===== src/rtl/root_search_pkg.sv =====
package root_search_pkg;
    typedef enum logic [2:0] {
        ST_IDLE,
        ST_FETCH,
        ST_LOAD,
        ST_STEP,
        ST_WRITE,
        ST_DONE
    } rs_state_e;

    typedef enum logic {
        MODE_POWSUM = 1'b0,
        MODE_NEST   = 1'b1
    } rs_mode_e;
endpackage


===== src/rtl/gf_mul.sv =====
module gf_mul #(
    parameter int         M   = 5,
    parameter logic [M-1:0] RED = 5'b00101
) (
    input  logic [M-1:0] a,
    input  logic [M-1:0] b,
    output logic [M-1:0] p
);
    logic [M-1:0] r;

    always_comb begin
        r = a[M-1] ? b : '0;
        for (int i = M - 1; i >= 1; i--) begin
            r = {r[M-2:0], 1'b0} ^ (r[M-1] ? RED : '0) ^ (a[i-1] ? b : '0);
        end
        p = r;
    end
endmodule


===== src/rtl/rs_seq.sv =====
module rs_seq
    import root_search_pkg::*;
#(
    parameter int NPTS = 32,
    parameter int T    = 3,
    localparam int IW  = $clog2(NPTS),
    localparam int KW  = $clog2(T + 2)
) (
    input  logic          clk,
    input  logic          rst_n,
    input  logic          start,
    input  logic          mode_in,
    output logic [IW-1:0] idx,
    output logic [KW-1:0] kk,
    output rs_mode_e      mode_r,
    output logic          fetch_o,
    output logic          load_o,
    output logic          step_o,
    output logic          write_o,
    output logic          busy_o,
    output logic          done_o
);
    localparam logic [IW-1:0] LAST_IDX = IW'(NPTS - 1);
    localparam logic [KW-1:0] LAST_K   = KW'(T);

    rs_state_e     state, nstate;
    logic [KW-1:0] k;

    always_ff @(posedge clk or negedge rst_n) begin
        if (!rst_n) state <= ST_IDLE;
        else        state <= nstate;
    end

    always_comb begin
        nstate = state;
        unique case (state)
            ST_IDLE:  if (start) nstate = ST_FETCH;
            ST_FETCH: nstate = ST_LOAD;
            ST_LOAD:  nstate = ST_STEP;
            ST_STEP:  if (k == LAST_K) nstate = ST_WRITE;
            ST_WRITE: nstate = (idx == LAST_IDX) ? ST_DONE : ST_FETCH;
            ST_DONE:  nstate = ST_IDLE;
            default:  nstate = ST_IDLE;
        endcase
    end

    always_ff @(posedge clk or negedge rst_n) begin
        if (!rst_n) begin
            idx    <= '0;
            k      <= '0;
            mode_r <= MODE_POWSUM;
        end else begin
            if (state == ST_IDLE && start) begin
                idx    <= '0;
                mode_r <= rs_mode_e'(mode_in);
            end
            if (state == ST_LOAD) k <= KW'(1);
            else if (state == ST_STEP) k <= k + 1'b1;
            if (state == ST_WRITE && idx != LAST_IDX) idx <= idx + 1'b1;
        end
    end

    always_comb begin
        fetch_o = 1'b0;
        load_o  = 1'b0;
        step_o  = 1'b0;
        write_o = 1'b0;
        busy_o  = 1'b1;
        done_o  = 1'b0;
        kk      = '0;
        unique case (state)
            ST_IDLE:  busy_o = 1'b0;
            ST_FETCH: fetch_o = 1'b1;
            ST_LOAD:  begin load_o = 1'b1; kk = KW'(1); end
            ST_STEP:  begin step_o = 1'b1; kk = k + 1'b1; end
            ST_WRITE: write_o = 1'b1;
            ST_DONE:  done_o = 1'b1;
            default:  busy_o = 1'b0;
        endcase
    end

    assert_done_pulse_R5: assert property (@(posedge clk) disable iff (!rst_n)
        done_o |=> !done_o);

    assert_write_gap_R5: assert property (@(posedge clk) disable iff (!rst_n)
        write_o |=> !write_o);

    assert_mode_held_R4: assert property (@(posedge clk) disable iff (!rst_n)
        (state != ST_IDLE && $past(state) != ST_IDLE) |-> $stable(mode_r));

    assert_done_after_last_R1: assert property (@(posedge clk) disable iff (!rst_n)
        done_o |-> ($past(write_o) && $past(idx) == LAST_IDX));
endmodule


===== src/rtl/root_search_eval.sv =====
module root_search_eval
    import root_search_pkg::*;
#(
    parameter int           M    = 5,
    parameter int           T    = 3,
    parameter int           NPTS = 32,
    parameter logic [M-1:0] RED  = 5'b00101,
    localparam int          IW   = $clog2(NPTS),
    localparam int          CW   = $clog2(T + 1),
    localparam int          KW   = $clog2(T + 2)
) (
    input  logic          clk,
    input  logic          rst_n,
    input  logic          start,
    input  logic          mode,
    output logic          busy,
    output logic          done,
    output logic [IW-1:0] sup_addr,
    input  logic [M-1:0]  sup_data,
    output logic [CW-1:0] coef_addr,
    input  logic [M-1:0]  coef_data,
    output logic          err_we,
    output logic [IW-1:0] err_addr,
    output logic          err_bit
);
    logic [IW-1:0] idx;
    logic [KW-1:0] kk;
    rs_mode_e      mode_r;
    logic          fetch_s, load_s, step_s, write_s;
    logic [M-1:0]  x_r, pw_r, acc_r;
    logic [M-1:0]  p0, p1, mul0_a;
    logic [KW-1:0] cidx;

    rs_seq #(.NPTS(NPTS), .T(T)) u_seq (
        .clk    (clk),
        .rst_n  (rst_n),
        .start  (start),
        .mode_in(mode),
        .idx    (idx),
        .kk     (kk),
        .mode_r (mode_r),
        .fetch_o(fetch_s),
        .load_o (load_s),
        .step_o (step_s),
        .write_o(write_s),
        .busy_o (busy),
        .done_o (done)
    );

    // Shared multiplier: power advance (mode 0) or Horner step (mode 1)
    assign mul0_a = (mode_r == MODE_NEST) ? acc_r : pw_r;

    gf_mul #(.M(M), .RED(RED)) u_mul_pt (.a(mul0_a), .b(x_r), .p(p0));
    gf_mul #(.M(M), .RED(RED)) u_mul_cf (.a(coef_data), .b(p0), .p(p1));

    always_comb begin
        if (kk > KW'(T))              cidx = '0;
        else if (mode_r == MODE_NEST) cidx = KW'(T) - kk;
        else                          cidx = kk;
    end

    assign coef_addr = cidx[CW-1:0];
    assign sup_addr  = idx;
    assign err_we    = write_s;
    assign err_addr  = idx;
    assign err_bit   = (acc_r == '0);

    always_ff @(posedge clk or negedge rst_n) begin
        if (!rst_n) begin
            x_r   <= '0;
            pw_r  <= '0;
            acc_r <= '0;
        end else if (load_s) begin
            x_r   <= sup_data;
            pw_r  <= M'(1);
            acc_r <= coef_data;
        end else if (step_s) begin
            if (mode_r == MODE_NEST) begin
                acc_r <= p0 ^ coef_data;
            end else begin
                pw_r  <= p0;
                acc_r <= acc_r ^ p1;
            end
        end
    end

    assert_up_order_R2: assert property (@(posedge clk) disable iff (!rst_n)
        (step_s && kk <= KW'(T) && mode_r == MODE_POWSUM)
            |-> coef_addr == $past(coef_addr) + 1'b1);

    assert_down_order_R2: assert property (@(posedge clk) disable iff (!rst_n)
        (step_s && kk <= KW'(T) && mode_r == MODE_NEST)
            |-> coef_addr == $past(coef_addr) - 1'b1);

    assert_first_addr_R2: assert property (@(posedge clk) disable iff (!rst_n)
        fetch_s |-> coef_addr == ((mode_r == MODE_NEST) ? CW'(T) : CW'(0)));
endmodule


===== config.mk =====
export PLATFORM = sky130hd
export DESIGN_NAME = root_search_eval
export DESIGN_NICKNAME = d
export VERILOG_FILES = /design/src/rtl/root_search_pkg.sv /design/src/rtl/gf_mul.sv /design/src/rtl/rs_seq.sv /design/src/rtl/root_search_eval.sv
export SDC_FILE = /design/constraint.sdc
export NUM_CORES = 1
export LEC_CHECK = 0
export ABC_AREA = 1
export ABC_CLOCK_PERIOD_IN_PS = 2340
export BUFFER_PORTS_ARGS = -buffer_cell sky130_fd_sc_hd__buf_2
export CAP_MARGIN = 20
export CORE_MARGIN = 2
export CORE_UTILIZATION = 30
export DETAILED_ROUTE_END_ITERATION = 8
export PLACE_DENSITY = 0.49
export SETUP_SLACK_MARGIN = 0.3
export SYNTH_ARGS = -nofsm -noshare
export SYNTH_HDL_FRONTEND = slang
export SYNTH_SLANG_ARGS = --single-unit

===== constraint.sdc =====
create_clock -name clk -period 2.34 [get_ports clk]
set_clock_uncertainty 0.05 [all_clocks]
set_input_delay 0.234 -clock clk [delete_from_list [all_inputs] [get_ports clk]]
set_output_delay 0.234 -clock clk [all_outputs]
set_load 0.03 [all_outputs]

; After elaboration in Yosys (flattened, before gate mapping)
; Index checks and enable logic that the tools add are counted.
[classes]
add_sub_neg = 3
n_bitwise = 18
reduce_logical = 10
muxes = 41
n_eq_ne = 11
magnitude_cmp = 1
[op_table]
columns = cell, n
row1 = 5-bit two-way mux, 19
row2 = 5-bit XOR, 18
row3 = 3-bit two-way mux, 13
row4 = 3-bit case mux with 5 select lines, 1
row5 = "3-bit by 2-bit equality test with 1-bit output, second input constant", 3
row6 = "3-bit equality test, second input constant", 2
row7 = 3-bit case mux with 2 select lines, 1
row8 = 2-bit nonzero test, 3
row9 = "5-bit by 1-bit adder with 5-bit output, second input constant", 1
row10 = "5-bit equality test, second input constant", 1
row11 = 5-bit logical NOT, 1
row12 = 1-bit two-way mux, 5
row13 = "5-bit inequality test, second input constant", 1
row14 = 5-bit OR reduction, 1
row15 = 2-bit two-way mux, 2
row16 = "2-bit inequality test, second input constant", 2
row17 = 2-bit AND reduction, 2
row18 = "3-bit by 1-bit adder with 3-bit output, second input constant", 1
row19 = "3-bit by 1-bit equality test with 1-bit output, second input constant", 1
row20 = "3-bit by 2-bit > comparator with 1-bit output, second input constant", 1
row21 = 3-bit logical NOT, 1
row22 = 1-bit logical AND, 2
row23 = "2-bit by 1-bit inequality test with 1-bit output, second input constant", 1
row24 = "2-bit subtractor, first input constant", 1
[totals]
register_bits = 27
word_cells = 91
inputBits = 14

; Depth between registers and ports, before layout
; Gate-level depths: netlist of run 1.
[depth]
ltp_word = 31
ltp_mapped = 27
depth_no_buf = 25

; Cells and area by module
; A second synthesis of run 1 with hierarchy kept.
[unflattened]
cells_unflattened = 385
hier_area_um2 = 2447.3
[by_module_without_submodules]
columns = mod, cells_each, seq_area_each_um2, area_per_inst_um2, n_inst
row1 = root_search_eval, 138, 375.4, 944.7, 1
row2 = gf_mul, 80, 0.0, 410.4, 2
row3 = rs_seq, 87, 300.3, 681.9, 1

; Worst setup path after synthesis of run 1
; OpenSTA, ideal clock, no wires.
[synth_path]
path_type = register to register
startpoint = reg u_seq.mode_r
endpoint = reg acc_r[2]
period_less_slack_ns = 2.500
arrival_ns = 2.328
path_buffers = 2
stages_incl_launch_ff = 28
path_slack_ns = -0.160
setup_ns = 0.122
cell_sequence = dfrtp_1 -> buf_6 -> inv_4 -> buf_12 -> nand2_2 -> nand2_4 -> nand2_1 -> nand2_1 -> nand2_1 -> inv_2 -> nor2_1 -> nor2_2 -> nand2_4 -> nand2_2 -> inv_2 -> ha_1 -> inv_1 -> nand3_1 -> nand2_1 -> nand3_2 -> nand2_1 -> nand2_1 -> nand2_1 -> inv_1 -> nand2_1 -> nand3_1 -> nand2_1 -> a21oi_2
[synth_via]
elab_chain_len = 26
elab_cells_between_ends = 39
cone_classes = mux (21) / bitwise (18)
[synth_lines]
columns = element, line_no
row1 = from (decl), rs_seq.sv:15  ; output rs_mode_e mode_r,
row2 = from (signal assigned), rs_seq.sv:55  ; mode_r <= rs_mode_e'(mode_in);
row3 = 5-bit two-way mux, root_search_eval.sv:51  ; assign mul0_a = (mode_r == MODE_NEST) ? acc_r : pw_r;
row4 = 5-bit two-way mux, gf_mul.sv:12  ; r = a[M-1] ? b : '0;
row5 = 5-bit XOR (2 in a row), gf_mul.sv:14  ; r = {r[M-2:0], 1'b0} ^ (r[M-1] ? RED : '0) ^ (a[i-1] ? b : '0);
row6 = 3-bit two-way mux, gf_mul.sv:14
row7 = 5-bit XOR (6 in a row), gf_mul.sv:14
row8 = 5-bit two-way mux, gf_mul.sv:12
row9 = 3-bit two-way mux, gf_mul.sv:14
row10 = 5-bit XOR (6 in a row), gf_mul.sv:14
row11 = 3-bit two-way mux, gf_mul.sv:14
row12 = 5-bit XOR (2 in a row), gf_mul.sv:14
row13 = 5-bit XOR, root_search_eval.sv:82  ; acc_r <= acc_r ^ p1;
row14 = 5-bit two-way mux (*), root_search_eval.sv:78  ; if (mode_r == MODE_NEST) begin
row15 = 5-bit two-way mux (*), root_search_eval.sv:77  ; end else if (step_s) begin
row16 = 5-bit two-way mux (*), root_search_eval.sv:73  ; end else if (load_s) begin
row17 = to (signal assigned), root_search_eval.sv:76  ; acc_r <= coef_data;
row18 = to (signal assigned), root_search_eval.sv:79  ; acc_r <= p0 ^ coef_data;
row19 = to (signal assigned), root_search_eval.sv:82
row20 = to (decl), root_search_eval.sv:30  ; logic [M-1:0] x_r, pw_r, acc_r;
; Mark *: on every way between the ends. The rest lies on a longest branch, timed or not. The select of a mux whose other input is x is not followed.
; A chain may end at the register's enable or synchronous reset.

; Worst setup path after layout of run 1
[layout_path]
startpoint = reg u_seq.mode_r
endpoint = reg acc_r[4]
[layout_via]
elab_chain_len = 25
elab_cells_between_ends = 37
cone_classes = mux (19) / bitwise (18)
[layout_lines]
columns = element, line_no
row1 = 5-bit two-way mux, root_search_eval.sv:51
row2 = 5-bit two-way mux, gf_mul.sv:12
row3 = 3-bit two-way mux or 5-bit XOR (tied branches), gf_mul.sv:14
row4 = 5-bit XOR (3 in a row), gf_mul.sv:14
row5 = 5-bit XOR or 3-bit two-way mux (tied branches), gf_mul.sv:14
row6 = 5-bit XOR (2 in a row), gf_mul.sv:14
row7 = 3-bit two-way mux or 5-bit XOR (tied branches), gf_mul.sv:14
row8 = 5-bit XOR, gf_mul.sv:14
row9 = 5-bit XOR or 5-bit two-way mux (tied branches), "gf_mul.sv:14, gf_mul.sv:12"
row10 = 5-bit two-way mux or 5-bit XOR (tied branches), "gf_mul.sv:12, gf_mul.sv:14"
row11 = 5-bit XOR, gf_mul.sv:14
row12 = 5-bit XOR or 3-bit two-way mux (tied branches), gf_mul.sv:14
row13 = 5-bit XOR (6 in a row), gf_mul.sv:14
row14 = 5-bit XOR, root_search_eval.sv:82
row15 = 5-bit two-way mux (*), root_search_eval.sv:78
row16 = 5-bit two-way mux (*), root_search_eval.sv:77
row17 = 5-bit two-way mux (*), root_search_eval.sv:73
; Marks and branches as above.

==> flow_summary_export.csv, run 1 <==
group,metric,value,unit
yosys,mappedNetlistNets,492,
routing,totalWireLength,8784,um
outcome,failed_checks,"negative setup slack",
clock_tree,cts_buffers,3,
yosys,ys.warnings.count,0,
floorplanning,io_pins,30,
power_and_ir_drop,power.share.clock,5.9,%
sta,fin_ws,-261.9,ps
global_routing,grt-ovfl-total,0,
routing,antenna_left,0,
yosys,synth_seq_area_share,23.47,%
sta,fmax,384.3,MHz
floorplanning,die_height,102.0,um
floorplanning,die-area,10400,sq um
yosys,synthTopCellsByArea,"dfrtp_1, nand2_1, nand3_1",
layout,fin_nets,587,
setup_path,crit_fanout,7,
sta,grt_setup_unrepaired,"true",
yosys,async_flop_share,100.0,%
setup_path,crit_type,"flop to flop",
yosys,netlist_instances,469,
power_and_ir_drop,power_density,1134,nW/um^2
floorplanning,rows,35,
yosys,ys_ff_latch,27,
placement,io_buffers,29,
sta,slew-limit-headroom,57.76,%
routing,drt_iter0_markers,105,
floorplanning,start_util,31.01,%
clock_tree,cts_tree,"built",
clock_tree,h-tree-depth,1,
global_routing,grt_pass1_vias,3106,
yosys,syn-mean-instance-area,6.139,sq um
setup_path,end_kind,"flop",
clock_tree,clkTransAtPathRegs,110,ps
layout,final_core_util,44.91,%
yosys,synth_common_cells,"nand2_1, inv_1, nand3_1",
routing,wire_per_inst,12.69,um
yosys,yosys.area.top_type_share,23.47,%
clock_tree,clock_sinks,27,
routing,firstDrtPassIters,4,
placement,placed_cells,670,
layout,drive_gt1_share,44.05,%
placement,hpwl,6852,um
outcome,outcome,"finished with violations",
clock_tree,clock-root-buffer,"clkbuf_8",
yosys,synth.most_common_cell,"nand2_1",
sta,setup_viol,5,
sta,min_period_over_period,111.2,%
routing,vias_per_cell,4.707,
global_routing,grt_max_degree,28,
setup_path,worst-endpoint-required,2520,ps
layout,diodes,0,
power_and_ir_drop,power_frac_comb,82.5,%
global_routing,grt_usage,17.56,%
clock_tree,clk_latency,280,ps
layout,area_growth,44.81,%
yosys,ys_types,33,
sta,finalHoldViolCount,0,
layout,fin_cells,692,
yosys,synth-edff-count,0,
power_and_ir_drop,switchingPower,0.002449,W
yosys,synth_area,2879,sq um
setup_path,critPathArrivalTime,2780,ps
routing,num_vias,3257,
min_path,hp-class,"input port to flop",
power_and_ir_drop,irDropWorstVdd,0.0003802,V
power_and_ir_drop,leakagePower,2.126,nW
power_and_ir_drop,power.share.switching,51.81,%
power_and_ir_drop,pwr-share-seq,11.5,%
power_and_ir_drop,internal-power,0.002277,W
global_routing,grt_pass1_wl,14630,um
yosys,synth_largest_area_cell,"dfrtp_1",
yosys,synth_ff_type,"dfrtp_1",
floorplanning,core,9284,sq um
sta,tightest_slew,633.7,ps
global_routing,antenna_found_initial,0,
sta,min_period,2602,ps
run,maxCapViolations,0,
power_and_ir_drop,finalPower,0.004726,W
clock_tree,cts.path.max_buffers,2,
sta,drv_slew,0,
routing,drc_errors,0,
placement,gp_congestion,0.9080,
setup_path,cp-start-kind,"flop",
floorplanning,die_w,102.0,um
-- per-stage QoR --
step / TNS (ps) / hold slack, ps / setup slack, ps / cell area, sq um
2_1_floorplan: -215.1 / -111.6 / -68.80 / 2919
5_1_grt: -2251 / 165.0 / -513.5 / 4169
3_3_place_gp: -1244 / 249.5 / -301.1 / 3547
3_5_place_dp: -1526 / 248.9 / -346.9 / 3547
6_report: -1067 / 161.4 / -261.9 / 4169
4_1_cts: -945.6 / 154.5 / -211.8 / 3847
-- cells by family (layout without fill, tap and decap cells) --
kind of cell,after synthesis,count (layout),synth area share (%)
compound gates,53,53,10.82
xor+xnor,4,4,1.217
fa+ha+maj,9,9,3.911
simple gates,298,298,48.85
buf+inv,78,172,11.73
flops,27,27,23.47
-- power by group through the flow --
stage | combinational (W) | sequential [W] | clock (W)
after floorplan | 0.00205 | 0.000555 | 0
after global placement | 0.00321 | 0.000552 | 0
after detailed placement | 0.00322 | 0.000552 | 0
after CTS | 0.00346 | 0.000543 | 0.000293
after global routing | 0.00433 | 0.000552 | 0.000305
final | 0.00390 | 0.000545 | 0.000280
-- state kept, by name, summed over array words and instances, names as in the netlist --
register and flops:
acc_r 5, pw_r 5, u_seq.idx 5, x_r 5, u_seq.k 3, u_seq.state 3
u_seq.mode_r 1
-- routing by layer --
| layer | vias to the layer above | global-route usage [%] | wire (um) |
|---|---|---|---|
| li1 | 1683 | - | - |
| met1 | 1502 | 23.90 | 4219 |
| met2 | 62 | 30.72 | 4197 |
| met3 | 10 | 1.505 | 252 |
| met4 | 0 | 3.179 | 115 |
| met5 | - | 0 | 0 |
-- critical path: stages, from the launching register on --
cell and delay [ps]:
dfrtp_2 420, clkinv_4 120, buf_6 150, nand2_8 80, nand2_8 60, nor2_4 90
nand2_1 70, nand2_2 80, nand2_2 60, nand2_2 100, nand2_2 70, nand3_2 60
nand2_2 70, ha_4 160, nand3b_1 170, nand3b_1 140, nand2_1 80, nand2_2 90
nand2_2 50, nand3_2 50, nand2_1 60, nand2_1 60, nand2_2 60, a21oi_2 120
-- cell usage in the layout (no fill, tap or decap), drive strengths merged --
cell type / instances
a21oi: 23
a22o: 2
a22oi: 1
a32o: 1
buf: 100
clkbuf: 3
clkinv: 1
clkinvlp: 1
dfrtp: 27
dlygate4sd3: 1
ha: 9
inv: 66
nand2: 174
nand3: 61
nand3b: 5
nand4: 3
nor2: 50
nor3: 2
o21ai: 20
o22ai: 5
o31ai: 1
or2: 3
xnor2: 2
xor2: 2
-- final cells by class --
cell class | instances | area [sq um]
Tap cell | 129 | 161.4
Fill cell | 980 | 5115
Clock inverter | 1 | 7.507
Clock buffer | 3 | 41.29
Timing Repair Buffer | 101 | 723.2
Sequential cell | 27 | 678.2
Inverter | 67 | 269.0
Multi-Input combinational cell | 364 | 2288
-- worst paths after layout --
path / start / to / slack (ps) / depth (start not counted)
worst min-delay path: sup_data[2] / x_r[2] / 160 / 3
max in group asynchronous: rst_n / u_seq.mode_r / 1320 / 2
worst max register to register: u_seq.mode_r / acc_r[4] / -260 / 23
worst min register to register: u_seq.k[1] / u_seq.k[1] / 450 / 2
worst max-delay path: u_seq.mode_r / acc_r[4] / -260 / 23
min in group asynchronous: rst_n / u_seq.state[2] / 440 / 2
-- what timing repair did --
action,4_1_cts,5_1_grt
hold endpoints to repair,27,0
endpoints found under the setup margin,9,15
pin swaps,16,28
hold buffers,1,0
setup buffers,8,9
resized for setup,47,73
(Power assumes the default switching activity.)
==> inputs of run 2 (changes only) <==
--- a/config.mk
+++ b/config.mk
@@ -5,8 +5,6 @@
 export SDC_FILE = /design/constraint.sdc
 export NUM_CORES = 1
 export LEC_CHECK = 0
-export ABC_AREA = 1
-export ABC_CLOCK_PERIOD_IN_PS = 2340
 export BUFFER_PORTS_ARGS = -buffer_cell sky130_fd_sc_hd__buf_2
 export CAP_MARGIN = 20
 export CORE_MARGIN = 2
==> run 2 against run 1 <==
The flow still finishes with violations (negative setup slack). Sequential cell count did not move. Setup slack worse by 430 ps. Area after synthesis decreased by 16%. Die area decreased by 15%. Routed wire length is 31% lower. Critical path type unchanged.
==> flow_summary_export.csv, run 2 <==
group,metric,value,unit
floorplanning,core,7767,sq um
floorplanning,die_height,93.91,um
min_path,hold_depth,3,
placement,gp_congestion,0.8118,
yosys,synthTopCellsByArea,"dfrtp_1, xnor3_1, nand2_1",
setup_path,cp-start-kind,"flop",
global_routing,grt_max_degree,28,
yosys,synth_largest_area_cell,"dfrtp_1",
clock_tree,cts.path.max_buffers,2,
yosys,synth.most_common_cell,"nand2_1",
setup_path,crit_type,"flop to flop",
global_routing,grt_pass1_vias,1936,
layout,final_cell_mix,"buf_4, nand2_1, buf_2",
setup_path,reg2reg_slack,-690,ps
min_path,hold_start,"sup_data[4]",
global_routing,antenna_found_initial,0,
floorplanning,start_util,31.22,%
clock_tree,clock-root-buffer,"clkbuf_8",
outcome,outcome,"finished with violations",
yosys,synth_ff_type,"dfrtp_1",
yosys,yosys.area.top_type_share,27.86,%
global_routing,grt-ovfl-total,0,
layout,final_core_util,42.19,%
yosys,netlist_instances,260,
sta,fin_ws,-687.1,ps
yosys,mappedNetlistNets,283,
floorplanning,die-area,8818,sq um
placement,io_buffers,29,
yosys,ys_types,46,
setup_path,max_stage_delay,460,ps
yosys,synth_common_cells,"nand2_1, dfrtp_1, nor2_1",
yosys,syn-mean-instance-area,9.326,sq um
setup_path,crit_fanout,10,
layout,diodes,0,
yosys,synth-edff-count,0,
sta,fmax,330.4,MHz
clock_tree,cts_tree,"built",
global_routing,grt_pass1_wl,9970,um
routing,wire_per_inst,14.35,um
sta,tns,-3893,ps
sta,slew-limit-headroom,57.12,%
floorplanning,io_pins,30,
yosys,ys.warnings.count,0,
floorplanning,rows,32,
setup_path,r2r-start,"u_seq.mode_r",
routing,antenna_left,0,
min_path,hp-class,"input port to flop",
layout,final_common_cell,"buf_4",
routing,firstDrtPassIters,4,
routing,totalWireLength,6100,um
routing,vias_per_cell,4.826,
layout,fin_nets,347,
yosys,synth_seq_area_share,27.86,%
setup_path,worstReg2RegEnd,"acc_r[2]",
routing,drc_errors,0,
clock_tree,cts_buffers,3,
placement,hpwl,4489,um
yosys,synth_area,2425,sq um
run,maxCapViolations,0,
outcome,failed_checks,"negative setup slack",
sta,min_period_over_period,129.4,%
clock_tree,clk_latency,280,ps
routing,drt_iter0_markers,99,
setup_path,end_kind,"flop",
yosys,ys_ff_latch,27,
setup_path,worst-endpoint-required,2470,ps
sta,tightest_slew,643.2,ps
yosys,async_flop_share,100.0,%
clock_tree,clkTransAtPathRegs,110,ps
floorplanning,die_w,93.91,um
layout,final_area,3277,sq um
sta,min_period,3027,ps
global_routing,grt_usage,14.22,%
setup_path,worstPathCellList,"buf_12 > mux2_4 > nand2_2 > xnor3_2 > xnor2_4 > xor2_4 > nand2_2 > xnor3_2 > xnor3_1 > a221o_1",
layout,area_growth,35.14,%
setup_path,worstRegToRegCells,10,
placement,postPlaceCellArea,2945,sq um
sta,setup_viol,8,
clock_tree,clock_sinks,27,
setup_path,critPathArrivalTime,3150,ps
clock_tree,h-tree-depth,1,
sta,grt_setup_unrepaired,"true",
sta,finalHoldViolCount,0,
layout,drive_gt1_share,41.49,%
setup_path,crit_slowest_cell,"xnor3_2",
min_path,hold_end,"x_r[4]",
routing,num_vias,2051,
sta,drv_slew,0,
-- run 2: cell count changes after synthesis, moves of 12 or more --
cell     before  now
nand2_1     143   42
inv_1        55    5
nand3_1      55    9
nor2_1       39   16
nand2_2      23    2
xnor2_1       2   15
a21oi_1      20    8
-- run 2: cells by family after synthesis --
logic type                 share of synthesized area, %
AOI/OAI and AO/OA                                 12.90
xor gates and xnor gates                          22.29
adders and majority gates                         4.644
buffers and inverters                             5.418
DFF                                               27.86
muxes                                             8.359
and+or+nand+nor                                   18.52
-- run 2: worst max-delay path by stage --
stage,from,slack [ps],to,cells past startpoint
after floorplan,u_seq.mode_r,-510,acc_r[2],11
after global placement,u_seq.mode_r,-710,acc_r[4],11
after detailed placement,u_seq.mode_r,-690,acc_r[3],10
after CTS,u_seq.mode_r,-730,acc_r[2],11
after global routing,u_seq.mode_r,-820,acc_r[2],10
final,u_seq.mode_r,-690,acc_r[2],10
-- run 2: worst max-delay path, delay by kind of cell (launching register included) --
family	cells	cell delay [ps]
simple gates	2	150
xor+xnor	5	1520
compound gates	1	300
mux	1	320
flops	1	420
buf+inv	1	150
-- run 2: metal layers --
layer | GRT usage, % | vias up | wire (um)
met5 | 0 | - | 0
met4 | 2.174 | 0 | 37
met1 | 20.58 | 1000 | 3006
met2 | 22.98 | 24 | 2895
met3 | 2.006 | 4 | 160
li1 | - | 1023 | -
-- run 2: through the flow --
step / setup slack, ps / std cells / hold WS, ps
6_report: -687.1 / 425 / 104.3
5_1_grt: -824.7 / 425 / 115.1
4_1_cts: -726.4 / 422 / 99.04
3_5_place_dp: -692.6 / 410 / 258.8
3_3_place_gp: -705.8 / 410 / 261.1
2_1_floorplan: -514.2 / 260 / -111.6
-- run 2: timing repair --
item,CTS,global route
pin swaps,6,8
setup endpoints to repair,13,16
setup buffers,7,3
hold buffers,1,0
hold endpoints to repair,27,0
gates resized for setup,25,21
-- run 2: area by class of cell --
class                           instances  area, sq um
Clock buffer                            3        41.29
Clock inverter                          1        8.758
Fill cell                             791         4491
Inverter                                5        18.77
Multi-Input combinational cell        208         1826
Sequential cell                        27        678.2
Tap cell                              102        127.6
Timing Repair Buffer                   79        576.8
Power of run 2 is left out: the tool's default activity adds up to more than one toggle a clock period on the data nets, which glitch-free logic cannot reach.
